`config.mk`:
```
export PLATFORM = sky130hd
export DESIGN_NAME = hsk_port_ctrl
export DESIGN_NICKNAME = d
export VERILOG_FILES = /design/src/rtl/hsk_pkg.sv /design/src/rtl/hsk_sync_edge.sv /design/src/rtl/hsk_grp_a.sv /design/src/rtl/hsk_grp_b.sv /design/src/rtl/hsk_port_ctrl.sv
export SDC_FILE = /design/constraint.sdc
export NUM_CORES = 1
export LEC_CHECK = 0
export BUFFER_PORTS_ARGS = -buffer_cell sky130_fd_sc_hd__buf_2
export CAP_MARGIN = 20
export CORE_UTILIZATION = 35
export DETAILED_ROUTE_END_ITERATION = 16
export PLACE_DENSITY = 0.7
export SLEW_MARGIN = 20
export SYNTH_ARGS = -nofsm -noshare
export SYNTH_HDL_FRONTEND = slang
export SYNTH_HIERARCHICAL = 1
export SYNTH_SLANG_ARGS = --single-unit
```
`constraint.sdc`:
```
create_clock -name clk -period 1.1 [get_ports clk]
set_input_delay 0.165 -clock clk [delete_from_list [all_inputs] [get_ports clk]]
set_output_delay 0.165 -clock clk [all_outputs]
set_load 0.1 [all_outputs]
```
`src/rtl/hsk_pkg.sv`:
```
package hsk_pkg;
  localparam int STAT_W    = 8;
  localparam int POS_OBF_A = 7;
  localparam int POS_EN_AK = 6;
  localparam int POS_IBF_A = 5;
  localparam int POS_EN_SA = 4;
  localparam int POS_IRQ_A = 3;
  localparam int POS_EN_B  = 2;
  localparam int POS_BUF_B = 1;
  localparam int POS_IRQ_B = 0;

  typedef enum logic [1:0] {
    AM_PLAIN = 2'd0,
    AM_HSK   = 2'd1,
    AM_BIDI  = 2'd2,
    AM_BIDI2 = 2'd3
  } a_mode_e;

  function automatic logic is_bidi(input logic [1:0] m);
    return m[1];
  endfunction

  function automatic logic is_hsk(input logic [1:0] m);
    return m == AM_HSK;
  endfunction
endpackage

```
`src/rtl/hsk_sync_edge.sv`:
```
module hsk_sync_edge #(
  parameter int LANES  = 4,
  parameter int STAGES = 2
) (
  input  logic             clk,
  input  logic             rst,
  input  logic [LANES-1:0] line_in,
  output logic [LANES-1:0] level,
  output logic [LANES-1:0] rise
);
  localparam int LAST = STAGES - 1;

  for (genvar g = 0; g < LANES; g++) begin : g_lane
    logic [STAGES:0] sh;
    always_ff @(posedge clk) begin
      if (rst) begin
        sh <= '0;
      end else begin
        sh <= {sh[STAGES-1:0], line_in[g]};
      end
    end
    assign level[g] = sh[LAST];
    assign rise[g]  = sh[LAST] & ~sh[STAGES];


    single_event_chk: assert property (@(posedge clk) disable iff (rst)
      rise[g] |=> !rise[g]);
  end
endmodule

```
`src/rtl/hsk_grp_a.sv`:
```
module hsk_grp_a
  import hsk_pkg::*;
#(
  parameter int DW = 8
) (
  input  logic          clk,
  input  logic          rst,
  input  logic [1:0]    a_mode,
  input  logic          a_dir_in,
  input  logic          stb_rise,
  input  logic          ack_rise,
  input  logic [DW-1:0] pa_in,
  input  logic          cpu_rd,
  input  logic          cpu_wr,
  input  logic          en_wr,
  input  logic [2:0]    en_sel,
  input  logic          en_val,
  output logic          obf_n_q,
  output logic          en_ack_q,
  output logic          ibf_q,
  output logic          en_stb_q,
  output logic          intr_q,
  output logic [DW-1:0] a_in_q
);
  logic bidi, in_ok, out_ok;
  logic stb_ev, ack_ev, rd_ev, wr_ev;
  logic intr_set, intr_clr;

  assign bidi   = is_bidi(a_mode);
  assign in_ok  = bidi | (is_hsk(a_mode) & a_dir_in);
  assign out_ok = bidi | (is_hsk(a_mode) & ~a_dir_in);
  assign stb_ev = stb_rise & in_ok;
  assign ack_ev = ack_rise & out_ok;
  assign rd_ev  = cpu_rd & in_ok;
  assign wr_ev  = cpu_wr & out_ok;

  assign intr_set = (stb_ev & en_stb_q) | (ack_ev & en_ack_q);
  assign intr_clr = (rd_ev & ~(bidi & ~obf_n_q))
                  | (wr_ev & (~bidi | ~ibf_q));

  always_ff @(posedge clk) begin
    if (rst) begin
      obf_n_q  <= 1'b1;
      ibf_q    <= 1'b0;
      intr_q   <= 1'b0;
      en_ack_q <= 1'b0;
      en_stb_q <= 1'b0;
      a_in_q   <= '0;
    end else begin
      if (ack_ev)      obf_n_q <= 1'b1;
      else if (wr_ev)  obf_n_q <= 1'b0;

      if (stb_ev)      ibf_q <= 1'b1;
      else if (rd_ev)  ibf_q <= 1'b0;

      if (intr_set)      intr_q <= 1'b1;
      else if (intr_clr) intr_q <= 1'b0;

      if (stb_ev) a_in_q <= pa_in;

      if (en_wr && en_sel == 3'(POS_EN_AK)) en_ack_q <= en_val;
      if (en_wr && en_sel == 3'(POS_EN_SA)) en_stb_q <= en_val;
    end
  end


  ibf_cause_chk: assert property (@(posedge clk) disable iff (rst)
    $rose(ibf_q) |-> $past(stb_ev));

  intr_a_cause_chk: assert property (@(posedge clk) disable iff (rst)
    $rose(intr_q) |-> $past((stb_ev && en_stb_q) || (ack_ev && en_ack_q)));

  rd_clears_chk: assert property (@(posedge clk) disable iff (rst)
    (rd_ev && !stb_ev) |=> !ibf_q);

  wr_fills_chk: assert property (@(posedge clk) disable iff (rst)
    (wr_ev && !ack_ev) |=> !obf_n_q);

  ack_wins_chk: assert property (@(posedge clk) disable iff (rst)
    ack_ev |=> obf_n_q);
endmodule

```
`src/rtl/hsk_grp_b.sv`:
```
module hsk_grp_b
  import hsk_pkg::*;
#(
  parameter int DW = 8
) (
  input  logic          clk,
  input  logic          rst,
  input  logic          b_hs,
  input  logic          b_dir_in,
  input  logic          stb_rise,
  input  logic          ack_rise,
  input  logic [DW-1:0] pb_in,
  input  logic          cpu_rd,
  input  logic          cpu_wr,
  input  logic          en_wr,
  input  logic [2:0]    en_sel,
  input  logic          en_val,
  output logic          en_q,
  output logic          buf_q,
  output logic          intr_q,
  output logic [DW-1:0] b_in_q
);
  logic in_ok, out_ok, set_ev, clr_ev, stb_ev;

  assign in_ok  = b_hs & b_dir_in;
  assign out_ok = b_hs & ~b_dir_in;
  assign stb_ev = stb_rise & in_ok;
  assign set_ev = stb_ev | (ack_rise & out_ok);
  assign clr_ev = (cpu_rd & in_ok) | (cpu_wr & out_ok);

  always_ff @(posedge clk) begin
    if (rst) begin
      en_q   <= 1'b0;
      buf_q  <= 1'b0;
      intr_q <= 1'b0;
      b_in_q <= '0;
    end else begin
      if (set_ev) begin
        buf_q <= 1'b1;
        if (en_q) intr_q <= 1'b1;
      end else if (clr_ev) begin
        buf_q  <= 1'b0;
        intr_q <= 1'b0;
      end
      if (stb_ev) b_in_q <= pb_in;
      if (en_wr && en_sel == 3'(POS_EN_B)) en_q <= en_val;
    end
  end


  intr_b_cause_chk: assert property (@(posedge clk) disable iff (rst)
    $rose(intr_q) |-> $past(set_ev && en_q));

  clr_b_chk: assert property (@(posedge clk) disable iff (rst)
    (clr_ev && !set_ev) |=> (!buf_q && !intr_q));

  set_b_wins_chk: assert property (@(posedge clk) disable iff (rst)
    set_ev |=> buf_q);
endmodule

```
`src/rtl/hsk_port_ctrl.sv`:
```
module hsk_port_ctrl
  import hsk_pkg::*;
#(
  parameter int DW          = 8,
  parameter int SYNC_STAGES = 2
) (
  input  logic          clk,
  input  logic          rst,
  input  logic [1:0]    a_mode,
  input  logic          a_dir_in,
  input  logic          b_hs,
  input  logic          b_dir_in,
  input  logic          stb_a,
  input  logic          ack_a,
  input  logic          stb_b,
  input  logic          ack_b,
  input  logic [DW-1:0] pa_in,
  input  logic [DW-1:0] pb_in,
  input  logic          cpu_rd_a,
  input  logic          cpu_wr_a,
  input  logic          cpu_rd_b,
  input  logic          cpu_wr_b,
  input  logic          en_wr,
  input  logic [2:0]    en_sel,
  input  logic          en_val,
  output logic [7:0]    stat_c,
  output logic [DW-1:0] a_in_q,
  output logic [DW-1:0] b_in_q,
  output logic          irq_a,
  output logic          irq_b,
  output logic          a_oe
);
  localparam int LANES = 4;
  localparam int L_STB_A = 0;
  localparam int L_ACK_A = 1;
  localparam int L_STB_B = 2;
  localparam int L_ACK_B = 3;

  logic [LANES-1:0] lvl, rise;
  logic obf_n, en_ak, ibf, en_sa, intr_a, en_b, buf_b, intr_b;

  hsk_sync_edge #(.LANES(LANES), .STAGES(SYNC_STAGES)) sync_i (
    .clk(clk), .rst(rst),
    .line_in({ack_b, stb_b, ack_a, stb_a}),
    .level(lvl), .rise(rise)
  );

  hsk_grp_a #(.DW(DW)) grp_a_i (
    .clk(clk), .rst(rst), .a_mode(a_mode), .a_dir_in(a_dir_in),
    .stb_rise(rise[L_STB_A]), .ack_rise(rise[L_ACK_A]), .pa_in(pa_in),
    .cpu_rd(cpu_rd_a), .cpu_wr(cpu_wr_a),
    .en_wr(en_wr), .en_sel(en_sel), .en_val(en_val),
    .obf_n_q(obf_n), .en_ack_q(en_ak), .ibf_q(ibf), .en_stb_q(en_sa),
    .intr_q(intr_a), .a_in_q(a_in_q)
  );

  hsk_grp_b #(.DW(DW)) grp_b_i (
    .clk(clk), .rst(rst), .b_hs(b_hs), .b_dir_in(b_dir_in),
    .stb_rise(rise[L_STB_B]), .ack_rise(rise[L_ACK_B]), .pb_in(pb_in),
    .cpu_rd(cpu_rd_b), .cpu_wr(cpu_wr_b),
    .en_wr(en_wr), .en_sel(en_sel), .en_val(en_val),
    .en_q(en_b), .buf_q(buf_b), .intr_q(intr_b), .b_in_q(b_in_q)
  );

  always_comb begin
    stat_c = '0;
    stat_c[POS_OBF_A] = obf_n;
    stat_c[POS_EN_AK] = en_ak;
    stat_c[POS_IBF_A] = ibf;
    stat_c[POS_EN_SA] = en_sa;
    stat_c[POS_IRQ_A] = intr_a;
    stat_c[POS_EN_B]  = en_b;
    stat_c[POS_BUF_B] = buf_b;
    stat_c[POS_IRQ_B] = intr_b;
  end

  assign irq_a = intr_a;
  assign irq_b = intr_b;

  always_ff @(posedge clk) begin
    if (rst) a_oe <= 1'b0;
    else     a_oe <= is_bidi(a_mode) ? lvl[L_ACK_A] : ~a_dir_in;
  end


  en_ignore_chk: assert property (@(posedge clk) disable iff (rst)
    (en_wr && en_sel != 3'd6 && en_sel != 3'd4 && en_sel != 3'd2)
      |=> $stable({en_ak, en_sa, en_b}));

  oe_follow_chk: assert property (@(posedge clk) disable iff (rst)
    (is_bidi(a_mode) && $stable(a_mode)) |=> (a_oe == $past(lvl[L_ACK_A])));
endmodule

```
# Yosys cells after proc, flatten, opt, wreduce, memory -nomap -nowiden
# Index checks and enable logic that the tools add are counted.
dict set report word_totals {
  register_bits 37
  latchBits 0
  ramBits 0
  rom_bits 0
  output_inout_bits 27
  wordCells 75
  mem_count 0
}
dict set report op_classes {
  addsub 0
  n_mul 0
  div_mod_pow 0
  magnitude_cmp 0
  n_eq_ne 5
  shifts 0
  mux 9
  bitwise_logic 38
  reduce_logical 8
}
# cell n
set ops {}
lappend ops {{1-bit AND} 21}
lappend ops {{1-bit inverter} 10}
lappend ops {{1-bit two-way mux} 9}
lappend ops {{1-bit OR} 7}
lappend ops {{3-bit == test (second input constant)} 2}
lappend ops {{2-bit nonzero test} 3}
lappend ops {{3-bit by 2-bit == test with 1-bit output (second input constant)} 1}
lappend ops {{1-bit logical AND} 3}
lappend ops {{2-bit by 1-bit == test with 1-bit output (second input constant)} 1}
lappend ops {{2-bit by 1-bit != test with 1-bit output (second input constant)} 1}
lappend ops {{2-bit AND reduction} 1}
lappend ops {{2-bit OR reduction} 1}

# Depth between registers and ports, before layout
dict set report logic_depth {
  depth_word 8
  ltp_mapped 5
  ltp_nobuf 4
}

# By module
# The synthesis kept the hierarchy.
# module n_inst cells_per_inst area_each_um2 seq_area_each_um2
set by_module_without_submodules {}
lappend by_module_without_submodules {hsk_grp_a 1 63 548.0 260.2}
lappend by_module_without_submodules {hsk_grp_b 1 40 442.9 220.2}
lappend by_module_without_submodules {hsk_sync_edge 1 33 421.7 240.2}
lappend by_module_without_submodules {hsk_port_ctrl 1 12 98.8 20.0}

# Worst setup path after synthesis
# OpenSTA, ideal clock, no wires.
dict set report synth_timing {
  kind {register to output}
  start {register grp_b_i.intr_q}
  end {output stat_c[0]}
  t_arrival_ns 1.374
  required_time_ns 0.935
  slack_ns -0.439
  path_stages_with_launch 2
  cell_sequence {dfxtp_1 -> buf_4}
}
# item line_no
set synth_lines {}
lappend synth_lines {{start: declaration} hsk_grp_b.sv:20} ;# output logic intr_q,
lappend synth_lines {{start signal: assignment} hsk_grp_b.sv:35} ;# intr_q <= 1'b0;
lappend synth_lines {{start signal: assignment} hsk_grp_b.sv:40} ;# if (en_q) intr_q <= 1'b1;
lappend synth_lines {{start signal: assignment} hsk_grp_b.sv:43} ;# intr_q <= 1'b0;
lappend synth_lines {{end: declaration} hsk_port_ctrl.sv:26} ;# output logic [7:0] stat_c,
# No word-level cell between the ends.

# Worst setup path in the final report
dict set report layout_timing {
  start {register grp_a_i.ibf_q}
  end {output stat_c[5]}
}
# item line_no
set layout_lines {}
lappend layout_lines {{start: declaration} hsk_grp_a.sv:20} ;# output logic ibf_q,
lappend layout_lines {{start signal: assignment} hsk_grp_a.sv:44} ;# ibf_q <= 1'b0;
lappend layout_lines {{start signal: assignment} hsk_grp_a.sv:53} ;# if (stb_ev) ibf_q <= 1'b1;
lappend layout_lines {{start signal: assignment} hsk_grp_a.sv:54} ;# else if (rd_ev) ibf_q <= 1'b0;
# No word-level cell between the ends.

==> flow_summary.yaml <==
run_status:
  outcome: "complete, no violations"
drt:
  wl_met2_mm: 1.480
  drc: 0
  dr.pass1.iters: 4
  route.met3.wl_um: 196
  drt-total-wl_mm: 3.149
  top_layer: "met4"
  met1Wirelength_mm: 1.421
  dr.first_iter.drc_count: 36
  ant_nets: 0
  num_vias: 1183
  wire_per_inst_um: 12.16
  via_per_inst: 4.568
clocking:
  htree_num_levels: 2
  clkTransAtPathRegs_ps: 70
  cts_tree: "built"
  root_buffer: "clkbuf_8"
  cts_buffer_depth: 2
  post_cts_buffers: 0
  clk_latency_ps: 280
  cts_made_buffers: 5
  clock_sinks: 37
  hold_buffers: 0
placement:
  globalplace.congestion: 0.7377
  port_buffers: 62
  dp.final_hpwl_mm: 2.444
  placed_cell_area_sq_um: 2258
pwr:
  swShare_pct: 25.45
  p_seq_share_pct: 48.6
  p_int_w: 0.002156
  p_switching_w: 0.0007361
  vdd_drop_max_uv: 1111
  clock_power_share_pct: 34.6
  power_density_nw_per_um2: 1203
  leakage_nw: 1.039
  power_frac_comb_pct: 16.8
finish:
  register_area_sq_um: 773.2
  area_growth_pct: 61.51
  drive_above_1_share_pct: 61.72
  mostFrequentLayoutCell: "buf_2"
  fill_cells: 338
  final_core_util_pct: 59.69
  finish.instance_area_sq_um: 2405
  n_antenna_cell: 0
  layout_common_cells: "35 x buf_2, 28 x buf_12, 23 x dfxtp_2"
  multi_input_area_sq_um: 675.6
  layout.nets: 244
global_route:
  gr-total-overflow: 0
  antenna_found_initial: 0
  grt_max_degree: 14
  grt_usage_pct: 14.89
  grt_pass1_wl_mm: 4.892
  grt_pass1_vias: 1061
logic_synthesis:
  synthesis.nets: 181
  yosysWarningCount: 6
  syn_avg_cell_area_sq_um: 10.27
  syn_inst: 145
  syn-cell-area_sq_um: 1489
sta:
  fmax_mhz: 943.1
  layout_min_cycle_time_ps: 1060
  fin_crit_sh_pct: 96.39
  rsz0062_at_grt: "true"
  whs_ps: 91.13
  hold_violations: 0
  skew_ps: 4.548
  finalMaxSlewViolations: 0
  setup_viol: 0
  max_slew.worst_pin.slew_ps: 313.0
  tns_ps: 0
  slew_headroom_pct: 79.13
floorplanning:
  initial_utilization_pct: 36.96
  boundaryPins: 63
  dieWidth_um: 67.23
  core_area_sq_um: 4029
  die_h_um: 67.23
  dieArea_sq_um: 4519
  rows: 23
setup_path:
  required_ps: 940
  start_kind: "flip-flop"
  critPathCaptureType: "primary output"
  critPathKind: "flip-flop to primary output"
  cp.arrival_ps: 900
  path_max_fanout: 2
  slowest_stage: "dfxtp_2"
  critPathBufInv: 2
  critical_path.top_delay_family: "flip-flops"
  worstPathCellList: "buf_4 -> buf_12"
  critical-path-max-stage-delay_ps: 320
worst_hold_path:
  min_path_type: "input pin to flip-flop"
flow_run:
  cap_violations: 0
[worst reg2reg max path, stage by stage (launching register included)]
cell     delay [ps]
dfxtp_2         330
nor2b_4         170
nand3_4         170
mux2i_1         220
nor2_1           60
[power by group through the flow]
stage	logic, W	registers [W]	clock network, W
floorplan	0.000196	0.00152	0
global placement	0.000472	0.00143	0
detailed placement	0.000477	0.00143	0
CTS	0.000484	0.00141	0.00104
global route	0.000512	0.00141	0.00110
finish	0.000485	0.00141	0.00100
[path summary, 6_finish.rpt]
check	startpoint	endpoint	slack, ps	depth (start not counted)
worst max-delay path	grp_a_i/ibf_q$_SDFFE_PP0P_	stat_c[5]	40	2
worst min-delay path	ack_a	sync_i/g_lane[1].sh[0]$_SDFF_PP0_	90	2
worst max register to register	sync_i/g_lane[2].sh[1]$_SDFF_PP0_	grp_b_i/b_in_q[0]$_SDFFE_PP0P_	40	4
worst min register to register	sync_i/g_lane[2].sh[0]$_SDFF_PP0_	sync_i/g_lane[2].sh[1]$_SDFF_PP0_	440	1
[repair_timing]
| item | in CTS | in global routing |
|---|---|---|
| endpoints found under the setup margin | 11 | 16 |
| pin swaps | 1 | 2 |
| resized for setup | 7 | 7 |
[state kept, by name, summed over array words and instances, names as in the netlist]
register,cells
sync_i/g_lane.sh,12
grp_a_i/a_in_q,8
grp_b_i/b_in_q,8
a_oe,1
grp_a_i/en_ack_q,1
grp_a_i/en_stb_q,1
grp_a_i/ibf_q,1
grp_a_i/intr_q,1
grp_a_i/obf_n_q,1
grp_b_i/buf_q,1
grp_b_i/en_q,1
grp_b_i/intr_q,1
[routing by layer]
| metal | global-route usage, % | vias to the layer above |
|---|---|---|
| li1 | - | 608 |
| met1 | 17.91 | 526 |
| met3 | 4.054 | 6 |
| met2 | 24.38 | 43 |
| met5 | 0 | - |
| met4 | 7.181 | 0 |
[per-stage QoR]
| stage | worst slack, ps | std cells | power (W) |
|---|---|---|---|
| 5_1_grt | -36.06 | 259 | 0.003019 |
| 6_report | 39.67 | 259 | 0.002892 |
| 3_5_place_dp | -163.7 | 251 | 0.001911 |
| 3_3_place_gp | -43.81 | 251 | 0.001904 |
| 2_1_floorplan | -97.01 | 145 | 0.001711 |
| 4_1_cts | 0.2757 | 259 | 0.002932 |
[final cells by class]
class                   instances  area share (%)
repair buffers                 70           32.78
flip-flops and latches         37           32.15
multi-input cells              93           28.10
clock buffers                   7           4.006
well taps                      50           2.601
clock inverters                 1          0.2081
inverters                       1          0.1561
(Power assumes the default switching activity.)
